==> src/rtl/rx_silo_pkg.sv <==
package rx_silo_pkg;
  localparam int CTRL_SCAN_BIT  = 0;
  localparam int CTRL_RXIE_BIT  = 1;
  localparam int CTRL_ALARM_BIT = 2;

  localparam int RBUF_LINE_LSB  = 8;
  localparam int RBUF_PE_BIT    = 12;
  localparam int RBUF_FE_BIT    = 13;
  localparam int RBUF_OVR_BIT   = 14;
  localparam int RBUF_VALID_BIT = 15;

  typedef struct packed {
    logic       ovr;
    logic       fe;
    logic       pe;
    logic [7:0] data;
  } rx_char_t;
endpackage

==> src/rtl/rx_silo_stage.sv <==
module rx_silo_stage
  import rx_silo_pkg::*;
(
  input  logic       clk_i,
  input  logic       rst_ni,
  input  logic       clr_i,
  input  logic       strobe_i,
  input  logic [7:0] data_i,
  input  logic       fe_i,
  input  logic       pe_i,
  input  logic       take_i,
  output logic       full_o,
  output rx_char_t   char_o,
  output logic       drop_o
);
  logic     full_q;
  rx_char_t char_q;
  logic     load;

  assign load   = strobe_i && (!full_q || take_i);
  assign drop_o = strobe_i && full_q && !take_i;
  assign full_o = full_q;
  assign char_o = char_q;

  always_ff @(posedge clk_i or negedge rst_ni) begin
    if (!rst_ni) begin
      full_q <= 1'b0;
      char_q <= '0;
    end else if (clr_i) begin
      full_q <= 1'b0;
    end else if (load) begin
      full_q      <= 1'b1;
      char_q.data <= data_i;
      char_q.fe   <= fe_i;
      char_q.pe   <= pe_i;
      char_q.ovr  <= 1'b0;
    end else if (take_i) begin
      full_q <= 1'b0;
    end
  end
endmodule

==> src/rtl/rx_silo_arb.sv <==
module rx_silo_arb #(
  parameter int N      = 8,
  parameter int IDX_W  = (N > 1) ? $clog2(N) : 1
) (
  input  logic [N-1:0]     req_i,
  output logic [N-1:0]     grant_o,
  output logic [IDX_W-1:0] idx_o,
  output logic             any_o
);
  // lowest index wins: scan downward so the last hit is the lowest
  always_comb begin
    grant_o = '0;
    idx_o   = '0;
    for (int i = N - 1; i >= 0; i--) begin
      if (req_i[i]) begin
        grant_o = '0;
        grant_o[i] = 1'b1;
        idx_o = IDX_W'(i);
      end
    end
  end

  assign any_o = |req_i;
endmodule

==> src/rtl/rx_silo_fifo.sv <==
module rx_silo_fifo #(
  parameter int W     = 14,
  parameter int DEPTH = 64,
  localparam int PTR_W = (DEPTH > 1) ? $clog2(DEPTH) : 1,
  localparam int CNT_W = $clog2(DEPTH + 1)
) (
  input  logic             clk_i,
  input  logic             rst_ni,
  input  logic             flush_i,
  input  logic             push_i,
  input  logic [W-1:0]     wdata_i,
  input  logic             pop_i,
  output logic [W-1:0]     rdata_o,
  output logic [CNT_W-1:0] count_o,
  output logic             full_o,
  output logic             empty_o
);
  logic [W-1:0]     mem_q [DEPTH];
  logic [PTR_W-1:0] wr_ptr_q, rd_ptr_q;
  logic [CNT_W-1:0] count_q;
  logic             do_push, do_pop;

  assign full_o  = (count_q == CNT_W'(DEPTH));
  assign empty_o = (count_q == '0);
  assign do_push = push_i && !full_o;
  assign do_pop  = pop_i && !empty_o;
  assign rdata_o = mem_q[rd_ptr_q];
  assign count_o = count_q;

  function automatic logic [PTR_W-1:0] nxt(input logic [PTR_W-1:0] p);
    return (p == PTR_W'(DEPTH - 1)) ? '0 : p + 1'b1;
  endfunction

  always_ff @(posedge clk_i) begin
    if (do_push && !flush_i) mem_q[wr_ptr_q] <= wdata_i;
  end

  always_ff @(posedge clk_i or negedge rst_ni) begin
    if (!rst_ni) begin
      wr_ptr_q <= '0;
      rd_ptr_q <= '0;
      count_q  <= '0;
    end else if (flush_i) begin
      wr_ptr_q <= '0;
      rd_ptr_q <= '0;
      count_q  <= '0;
    end else begin
      if (do_push) wr_ptr_q <= nxt(wr_ptr_q);
      if (do_pop)  rd_ptr_q <= nxt(rd_ptr_q);
      case ({do_push, do_pop})
        2'b10:   count_q <= count_q + 1'b1;
        2'b01:   count_q <= count_q - 1'b1;
        default: count_q <= count_q;
      endcase
    end
  end
endmodule

==> src/rtl/rx_silo.sv <==
module rx_silo
  import rx_silo_pkg::*;
#(
  parameter int NUM_LINES   = 8,
  parameter int DEPTH       = 64,
  parameter int ALARM_LEVEL = 16
) (
  input  logic                   clk_i,
  input  logic                   rst_ni,
  input  logic [NUM_LINES-1:0]   rx_strobe_i,
  input  logic [8*NUM_LINES-1:0] rx_data_i,
  input  logic [NUM_LINES-1:0]   rx_ferr_i,
  input  logic [NUM_LINES-1:0]   rx_perr_i,
  input  logic                   reg_addr_i,
  input  logic                   reg_we_i,
  input  logic                   reg_re_i,
  input  logic [15:0]            reg_wdata_i,
  output logic [15:0]            reg_rdata_o,
  output logic                   irq_o
);
  localparam int LINE_W  = (NUM_LINES > 1) ? $clog2(NUM_LINES) : 1;
  localparam int CHAR_W  = $bits(rx_char_t);
  localparam int ENTRY_W = LINE_W + CHAR_W;
  localparam int CNT_W   = $clog2(DEPTH + 1);

  logic scan_en, rx_ie, alarm_en;
  logic ovr_pend_q;

  logic [NUM_LINES-1:0] stg_full, stg_drop, stg_take, grant;
  rx_char_t             stg_char [NUM_LINES];
  logic [LINE_W-1:0]    win_idx;
  logic                 win_any;

  logic               silo_push, silo_pop, silo_full, silo_empty;
  logic [ENTRY_W-1:0] silo_wdata, silo_rdata;
  logic [CNT_W-1:0]   silo_count;
  rx_char_t           win_char, head_char;
  logic [LINE_W-1:0]  head_line;
  logic [15:0]        rbuf_word, ctrl_word;

  // control word
  always_ff @(posedge clk_i or negedge rst_ni) begin
    if (!rst_ni) begin
      scan_en  <= 1'b0;
      rx_ie    <= 1'b0;
      alarm_en <= 1'b0;
    end else if (reg_we_i && !reg_addr_i) begin
      scan_en  <= reg_wdata_i[CTRL_SCAN_BIT];
      rx_ie    <= reg_wdata_i[CTRL_RXIE_BIT];
      alarm_en <= reg_wdata_i[CTRL_ALARM_BIT];
    end
  end

  // per-line staging slots
  for (genvar g = 0; g < NUM_LINES; g++) begin : g_line
    rx_silo_stage u_stage (
      .clk_i    (clk_i),
      .rst_ni   (rst_ni),
      .clr_i    (!scan_en),
      .strobe_i (rx_strobe_i[g] && scan_en),
      .data_i   (rx_data_i[8*g +: 8]),
      .fe_i     (rx_ferr_i[g]),
      .pe_i     (rx_perr_i[g]),
      .take_i   (stg_take[g]),
      .full_o   (stg_full[g]),
      .char_o   (stg_char[g]),
      .drop_o   (stg_drop[g])
    );
  end

  rx_silo_arb #(.N(NUM_LINES), .IDX_W(LINE_W)) u_arb (
    .req_i   (stg_full),
    .grant_o (grant),
    .idx_o   (win_idx),
    .any_o   (win_any)
  );

  assign stg_take  = grant & {NUM_LINES{!silo_full}};
  assign silo_push = win_any && !silo_full && scan_en;

  always_comb begin
    win_char     = stg_char[win_idx];
    win_char.ovr = ovr_pend_q;
  end
  assign silo_wdata = {win_idx, win_char};

  // one-shot overrun tag for the next stored entry
  always_ff @(posedge clk_i or negedge rst_ni) begin
    if (!rst_ni)            ovr_pend_q <= 1'b0;
    else if (!scan_en)      ovr_pend_q <= 1'b0;
    else if (|stg_drop)     ovr_pend_q <= 1'b1;
    else if (silo_push)     ovr_pend_q <= 1'b0;
  end

  assign silo_pop = reg_re_i && reg_addr_i && !silo_empty;

  rx_silo_fifo #(.W(ENTRY_W), .DEPTH(DEPTH)) u_fifo (
    .clk_i   (clk_i),
    .rst_ni  (rst_ni),
    .flush_i (!scan_en),
    .push_i  (silo_push),
    .wdata_i (silo_wdata),
    .pop_i   (silo_pop),
    .rdata_o (silo_rdata),
    .count_o (silo_count),
    .full_o  (silo_full),
    .empty_o (silo_empty)
  );

  assign head_char = silo_rdata[CHAR_W-1:0];
  assign head_line = silo_rdata[ENTRY_W-1:CHAR_W];

  always_comb begin
    rbuf_word = '0;
    if (!silo_empty) begin
      rbuf_word[7:0]                     = head_char.data;
      rbuf_word[RBUF_LINE_LSB +: LINE_W] = head_line;
      rbuf_word[RBUF_PE_BIT]             = head_char.pe;
      rbuf_word[RBUF_FE_BIT]             = head_char.fe;
      rbuf_word[RBUF_OVR_BIT]            = head_char.ovr;
      rbuf_word[RBUF_VALID_BIT]          = 1'b1;
    end
  end

  always_comb begin
    ctrl_word = '0;
    ctrl_word[CTRL_SCAN_BIT]  = scan_en;
    ctrl_word[CTRL_RXIE_BIT]  = rx_ie;
    ctrl_word[CTRL_ALARM_BIT] = alarm_en;
  end

  assign reg_rdata_o = reg_addr_i ? rbuf_word : ctrl_word;

  assign irq_o = rx_ie && (alarm_en ? (silo_count >= CNT_W'(ALARM_LEVEL)) : !silo_empty);
endmodule

==> config.mk <==
export PLATFORM = sky130hd
export DESIGN_NAME = rx_silo
export DESIGN_NICKNAME = d
export VERILOG_FILES = /design/src/rtl/rx_silo_pkg.sv /design/src/rtl/rx_silo_stage.sv /design/src/rtl/rx_silo_arb.sv /design/src/rtl/rx_silo_fifo.sv /design/src/rtl/rx_silo.sv
export SDC_FILE = /design/constraint.sdc
export NUM_CORES = 1
export LEC_CHECK = 0
export BUFFER_PORTS_ARGS = -buffer_cell sky130_fd_sc_hd__buf_2
export CORE_ASPECT_RATIO = 1.4
export CORE_MARGIN = 3
export CORE_UTILIZATION = 50
export CTS_CLUSTER_SIZE = 12
export DETAILED_ROUTE_END_ITERATION = 16
export PLACE_DENSITY = 0.76
export SYNTH_ARGS = -nofsm -noshare
export SYNTH_HDL_FRONTEND = slang
export SYNTH_SLANG_ARGS = --single-unit
==> constraint.sdc <==
create_clock -name clk_i -period 5.1 [get_ports clk_i]
set_input_delay 0.255 -clock clk_i [delete_from_list [all_inputs] [get_ports clk_i]]
set_output_delay 0.255 -clock clk_i [all_outputs]
set_load 0.05 [all_outputs]
After elaboration in Yosys (flattened, before gate mapping) --
Memory sizes are Yosys's and may differ from the RTL's. Index checks and enable logic that the tools add are counted.
Storage, ports and cells: memories 1, word-level logic and storage cells 204, bits in writable memories 896, bits in latches 0, output and inout bits 17, ROM bits 0, flip-flop bits (word level) 111
Memory list:
- u_fifo.mem_q | words 64, bits a word 14, rd ports 1, clocked after Yosys merged registers in 0, write ports 1, line rx_silo_fifo.sv:18 | logic [W-1:0] mem_q [DEPTH];
Operators by class: shift-type cells 0, reduce and logical (&&, ||, !) cells 79, div/mod/pow operators 0, bitwise logic cells 2, magnitude comparators 2, $mul 0, muxes and demuxes 60, equality and inequality tests 17, add/subtract/negate cells 4
Operator list (count):
- $mux 8 | 8
- $logic_and 1x1->1 | 41
- $mux 6 | 6
- $bmux 11 s3 | 1
- $mux 1 | 30
- $ne 3x1->1 const B | 10
- $mux 3 | 8
- $mux 10 | 2
- $logic_not 1->1 | 19
- $mux 16 | 1
- $reduce_and 2->1 | 8
- $reduce_or 8->1 | 2
- $pmux 7 s2 | 1
- $add 6x1->6 const B | 2
- $eq 6x6->1 const B | 2
- $mux 11 | 1
- $and 8x8->8 | 1
- $logic_or 1x1->1 | 8
- $add 7x1->7 const B | 1
- $eq 7x7->1 const B | 1
- $ge 7x5->1 const B | 1
- $logic_not 7->1 | 1
- $mux 7 | 1
- $sub 7x1->7 const B | 1
- 6 further kinds | 7

Longest topological paths before layout --
word-level depth 14, gate-level depth with buffers 12

Hierarchy --
From an unflattened synthesis, not the netlist that was laid out.
Second synthesis, totals: cells, all modules 1979, area total of the unflattened synthesis 40159.8 sq um
By module, submodules not included:
- rx_silo_fifo | instances 1, area each 35317.6 sq um, cells each 1628
- rx_silo_stage | instances 8, area each 451.7 sq um, cells each 29
- rx_silo | instances 1, area each 1084.8 sq um, cells each 95
- rx_silo_arb | instances 1, area each 143.9 sq um, cells each 24

Least setup slack after synthesis --
OpenSTA, ideal clock, no wires.
kind register -> register, start point reg g_line[0].u_stage.full_q, end point mem u_fifo.mem_q[0][0], data pin, period minus slack after synthesis 3.795 ns, setup time 0.351 ns, slack 1.305 ns, cell stages (with the launch flop) 7, data required time 4.749 ns, arrival 3.444 ns, buffers on the path 2, path through dfrtp_1 -> buf_6 -> or4_4 -> and2b_1 -> buf_1 -> mux4_2 -> mux2_2
Between the ends: cells in the longest elaborated chain, start to end 5
Ends and longest elaborated chain:
- start, declared | line rx_silo_stage.sv:16 | logic full_q;
- start signal, assigned | line rx_silo_stage.sv:27 | full_q <= 1'b0;
- start signal, assigned | line rx_silo_stage.sv:30 | full_q <= 1'b0;
- start signal, assigned | line rx_silo_stage.sv:32 | full_q <= 1'b1;
- $mux 3 | line rx_silo_arb.sv:15 | if (req_i[i]) begin
- named net silo_wdata[13] | line rx_silo.sv:35 | logic [ENTRY_W-1:0] silo_wdata, silo_rdata;
- $not 3->4 (implied by the code) | line rx_silo.sv:82 | win_char = stg_char[win_idx];
- $bmux 11 s3 | line rx_silo.sv:82
- $mux 10 (implied by the code) (2 in a row) | line rx_silo.sv:82
- named net silo_wdata[0] | line rx_silo.sv:35
- end, declared | line rx_silo_fifo.sv:18
The timed path passes the listed nets, and every way through them passes these cells. The select of a mux whose other input is x is not followed.

Worst setup path in the final report --
start point reg u_fifo.rd_ptr_q[0], end point out reg_rdata_o[10]
Between the ends: cells in the longest elaborated chain, start to end 3
Ends and longest elaborated chain:
- start, declared | line rx_silo_fifo.sv:19 | logic [PTR_W-1:0] wr_ptr_q, rd_ptr_q;
- start signal, assigned | line rx_silo_fifo.sv:49 | if (do_pop) rd_ptr_q <= nxt(rd_ptr_q);
- $mem_v2 64x14
- $mux 11 | line rx_silo.sv:115 | if (!silo_empty) begin
- $mux 16 | line rx_silo.sv:132 | assign reg_rdata_o = reg_addr_i ? rbuf_word : ctrl_word;
- end, declared | line rx_silo.sv:18 | output logic [15:0] reg_rdata_o,
Every way passes these cells.

==> out/metrics.cfg <==
[outcome]
outcome=completed

[global_routing]
grt.overflow.total=0
grt_max_degree=68
grt_pass1_vias=21669
grtUsageTotal=0.227
antenna_found_initial=3
top_usage_layer=met2
grt_pass1_wl_um=139000
use_met1=0.279
met2_usage=0.390
met3_usage=0.0377

[die]
std_cell_rows=122
initial_core_util=0.505
fp.dieW_um=245
chipHeight_um=340
core_area_um2=79100
ios=126
die_area_um2=83300

[place]
dp_slack_ns=1.09
dp.cells=3054
hpwlAfterDp_um=54100
io_buffers=111
place_area_um2=42000
gp_congestion=0.867

[sta]
rsz0062_at_grt=false
skew_ns=0.0232
fin_crit_sh=0.897
finalWorstSetupSlack_ns=0.528
hold_slack_ns=0.0744
tns_ns=0
worst_pin_slew_ns=1.37
fin_crit_ns=4.57
slew_headroom=0.0839
setup_viol=0
report.final.slew_viol_count=0
fmax_ghz=0.219
hold_viol=0

[route]
routed_wl_um=92900
ant_nets=0
wl_per_cell_um=28.2
via_per_inst=6.18
firstDrtPassIters=6
vias=20346
drt_iter0_markers=1992
drc=0

[synthesis]
synth.largest_area_cell=edfxtp_1
synth_compound_area_frac=0.0208
synthCells=1929
synth_top_family_by_area=multiplexers
synthTopCellsByCount=896 x edfxtp_1, 260 x mux4_2, 111 x dfrtp_1, 101 x nor2_1, 89 x mux2_2
syn_avg_cell_area_um2=20.7
postSynth.asyncResetShare=0.110
synth_xor_area_frac=0.00241
synth_cell_type_count=63
yosysWarnings=0
synth_area_leaders=edfxtp_1 67%, mux4_2 15%, dfrtp_1 7.0%, mux2_2 2.5%, mux2i_1 1.6%
synth_edf_count=896
synthesis.nets=2042
synth_seq_cells=1007
synth_top_area_share=0.674
yosysSeqAreaShare=0.743
synth_most_common_cell=edfxtp_1
synth_fa_ha_area_frac=0.00125
syn_area_um2=39900
post_synth_and_or_nand_nor_area_fraction=0.0279
synth_mux_area_frac=0.191
ys.flop_type=edfxtp_1

[final_layout]
fin_cells=3290
multi_input_area_um2=9820
utilization=0.576
fill_cells=5615
layout.nets=2301
syn_to_final_growth_pct=14.1
seqCellArea_um2=29700
drive_gt1_frac=0.313
design_area_um2=45600

[cts]
clock_latency_ns=0.67
cts.sink_count=1007
htreeDepth=3
post_cts_buffers=0
cts_tree=yes
cts_made_buffers=94
cts_root_buf=clkbuf_16
cts_resized=0
clockBufferDepth=3
postCtsHoldBufs=92
clk_pin_slew_worst_paths_ns=0.06

[critical_path]
arrival_ns=4.32
cp-end-kind=primary output
critPathMaxStageDelay_ns=1.12
cp.buffers_inverters=2
crit_type=register to primary output
slowest_stage=dfrtp_4
setup.worst_path.start_class=register
path_max_fanout=51
required_ns=4.85
cp_top_family=compound AO/OA/AOI/OAI gates
cp_cell_sequence=buf_12, mux4_2, mux2i_1, a221oi_1, o21ai_0, nand2_1, buf_2

[flow_run]
maxCapViolCount=0

[min_path]
min_path_type=input pin to register

[pwr]
power_mw=20.2
ir_drop_mv=0.338
cellPowerDensity_nw_per_um2=442
leakagePower_nw=14.5

==> cell usage in the layout (no fill, tap or decap), types with 56 or more instances in the layout <==
master,synthesis,routed
dfrtp_1,111,106
nor2_1,101,68
nand2_1,56,56
dlygate4sd3_1,0,92
buf_2,30,110
mux4_2,260,260
mux2_2,89,89
clkbuf_16,0,96
edfxtp_1,896,896
buf_4,3,64
mux2i_1,62,62
==> cell families after synthesis <==
logic type                 after synthesis
AOI/OAI and AO/OA                      124
buffers and inverters                  119
adders and majority gates                4
DFF                                   1007
muxes                                  421
other                                    1
xor gates and xnor gates                11
and+or+nand+nor                        242
==> tightest hold or removal path: stages <==
cell and delay (ns):
buf_2 0.11, nor2b_1 0.18, o21ai_0 0.15
==> final cells by class <==
cell class,count,share of cell area
antenna,3,0.000165
inverter,10,0.000824
tap,1054,0.0289
sequential,1007,0.652
clock buffer,135,0.0564
clock inverter,6,0.00110
timing repair buffer,272,0.0455
multi-input combinational,803,0.215
==> where the power goes <==
part	total [mW]	switching, mW	internal [mW]
logic	3.23	2.15	1.08
registers	10.6	0.248	10.4
clock network	6.29	2.83	3.45
==> state kept, by name (all words and copies together), names as in the netlist <==
| name | flops |
|---|---|
| g_line.u_stage.char_o | 80 |
| alarm_en | 1 |
| ovr_pend_q | 1 |
| u_fifo.count_o | 7 |
| u_fifo.wr_ptr_q | 6 |
| g_line.u_stage.full_o | 8 |
| scan_en | 1 |
| u_fifo.mem_q | 896 |
| u_fifo.rd_ptr_q | 6 |
| rx_ie | 1 |
==> worst paths after layout <==
path | from | end | slack [ns] | cells past startpoint
worst max-delay path | u_fifo.rd_ptr_q[0] | reg_rdata_o[10] | 0.53 | 7
worst min-delay path | reg_we_i | rx_ie | 0.07 | 3
worst max register to register | g_line[0].u_stage.full_o | u_fifo.mem_q[31][2] | 1.07 | 4
worst min register to register | g_line[5].u_stage.char_o[2] | g_line[5].u_stage.char_o[2] | 0.50 | 1
max in group asynchronous | rst_ni | g_line[4].u_stage.char_o[7] | 3.69 | 3
min in group asynchronous | rst_ni | g_line[6].u_stage.full_o | 0.18 | 2
==> routing by layer <==
layer,vias up,routed length (µm)
met5,-,0
met3,235,6880
li1,8411,-
met2,1124,48000
met1,10576,32800
met4,0,5290
Note: power is estimated with default switching activity, not from simulation.
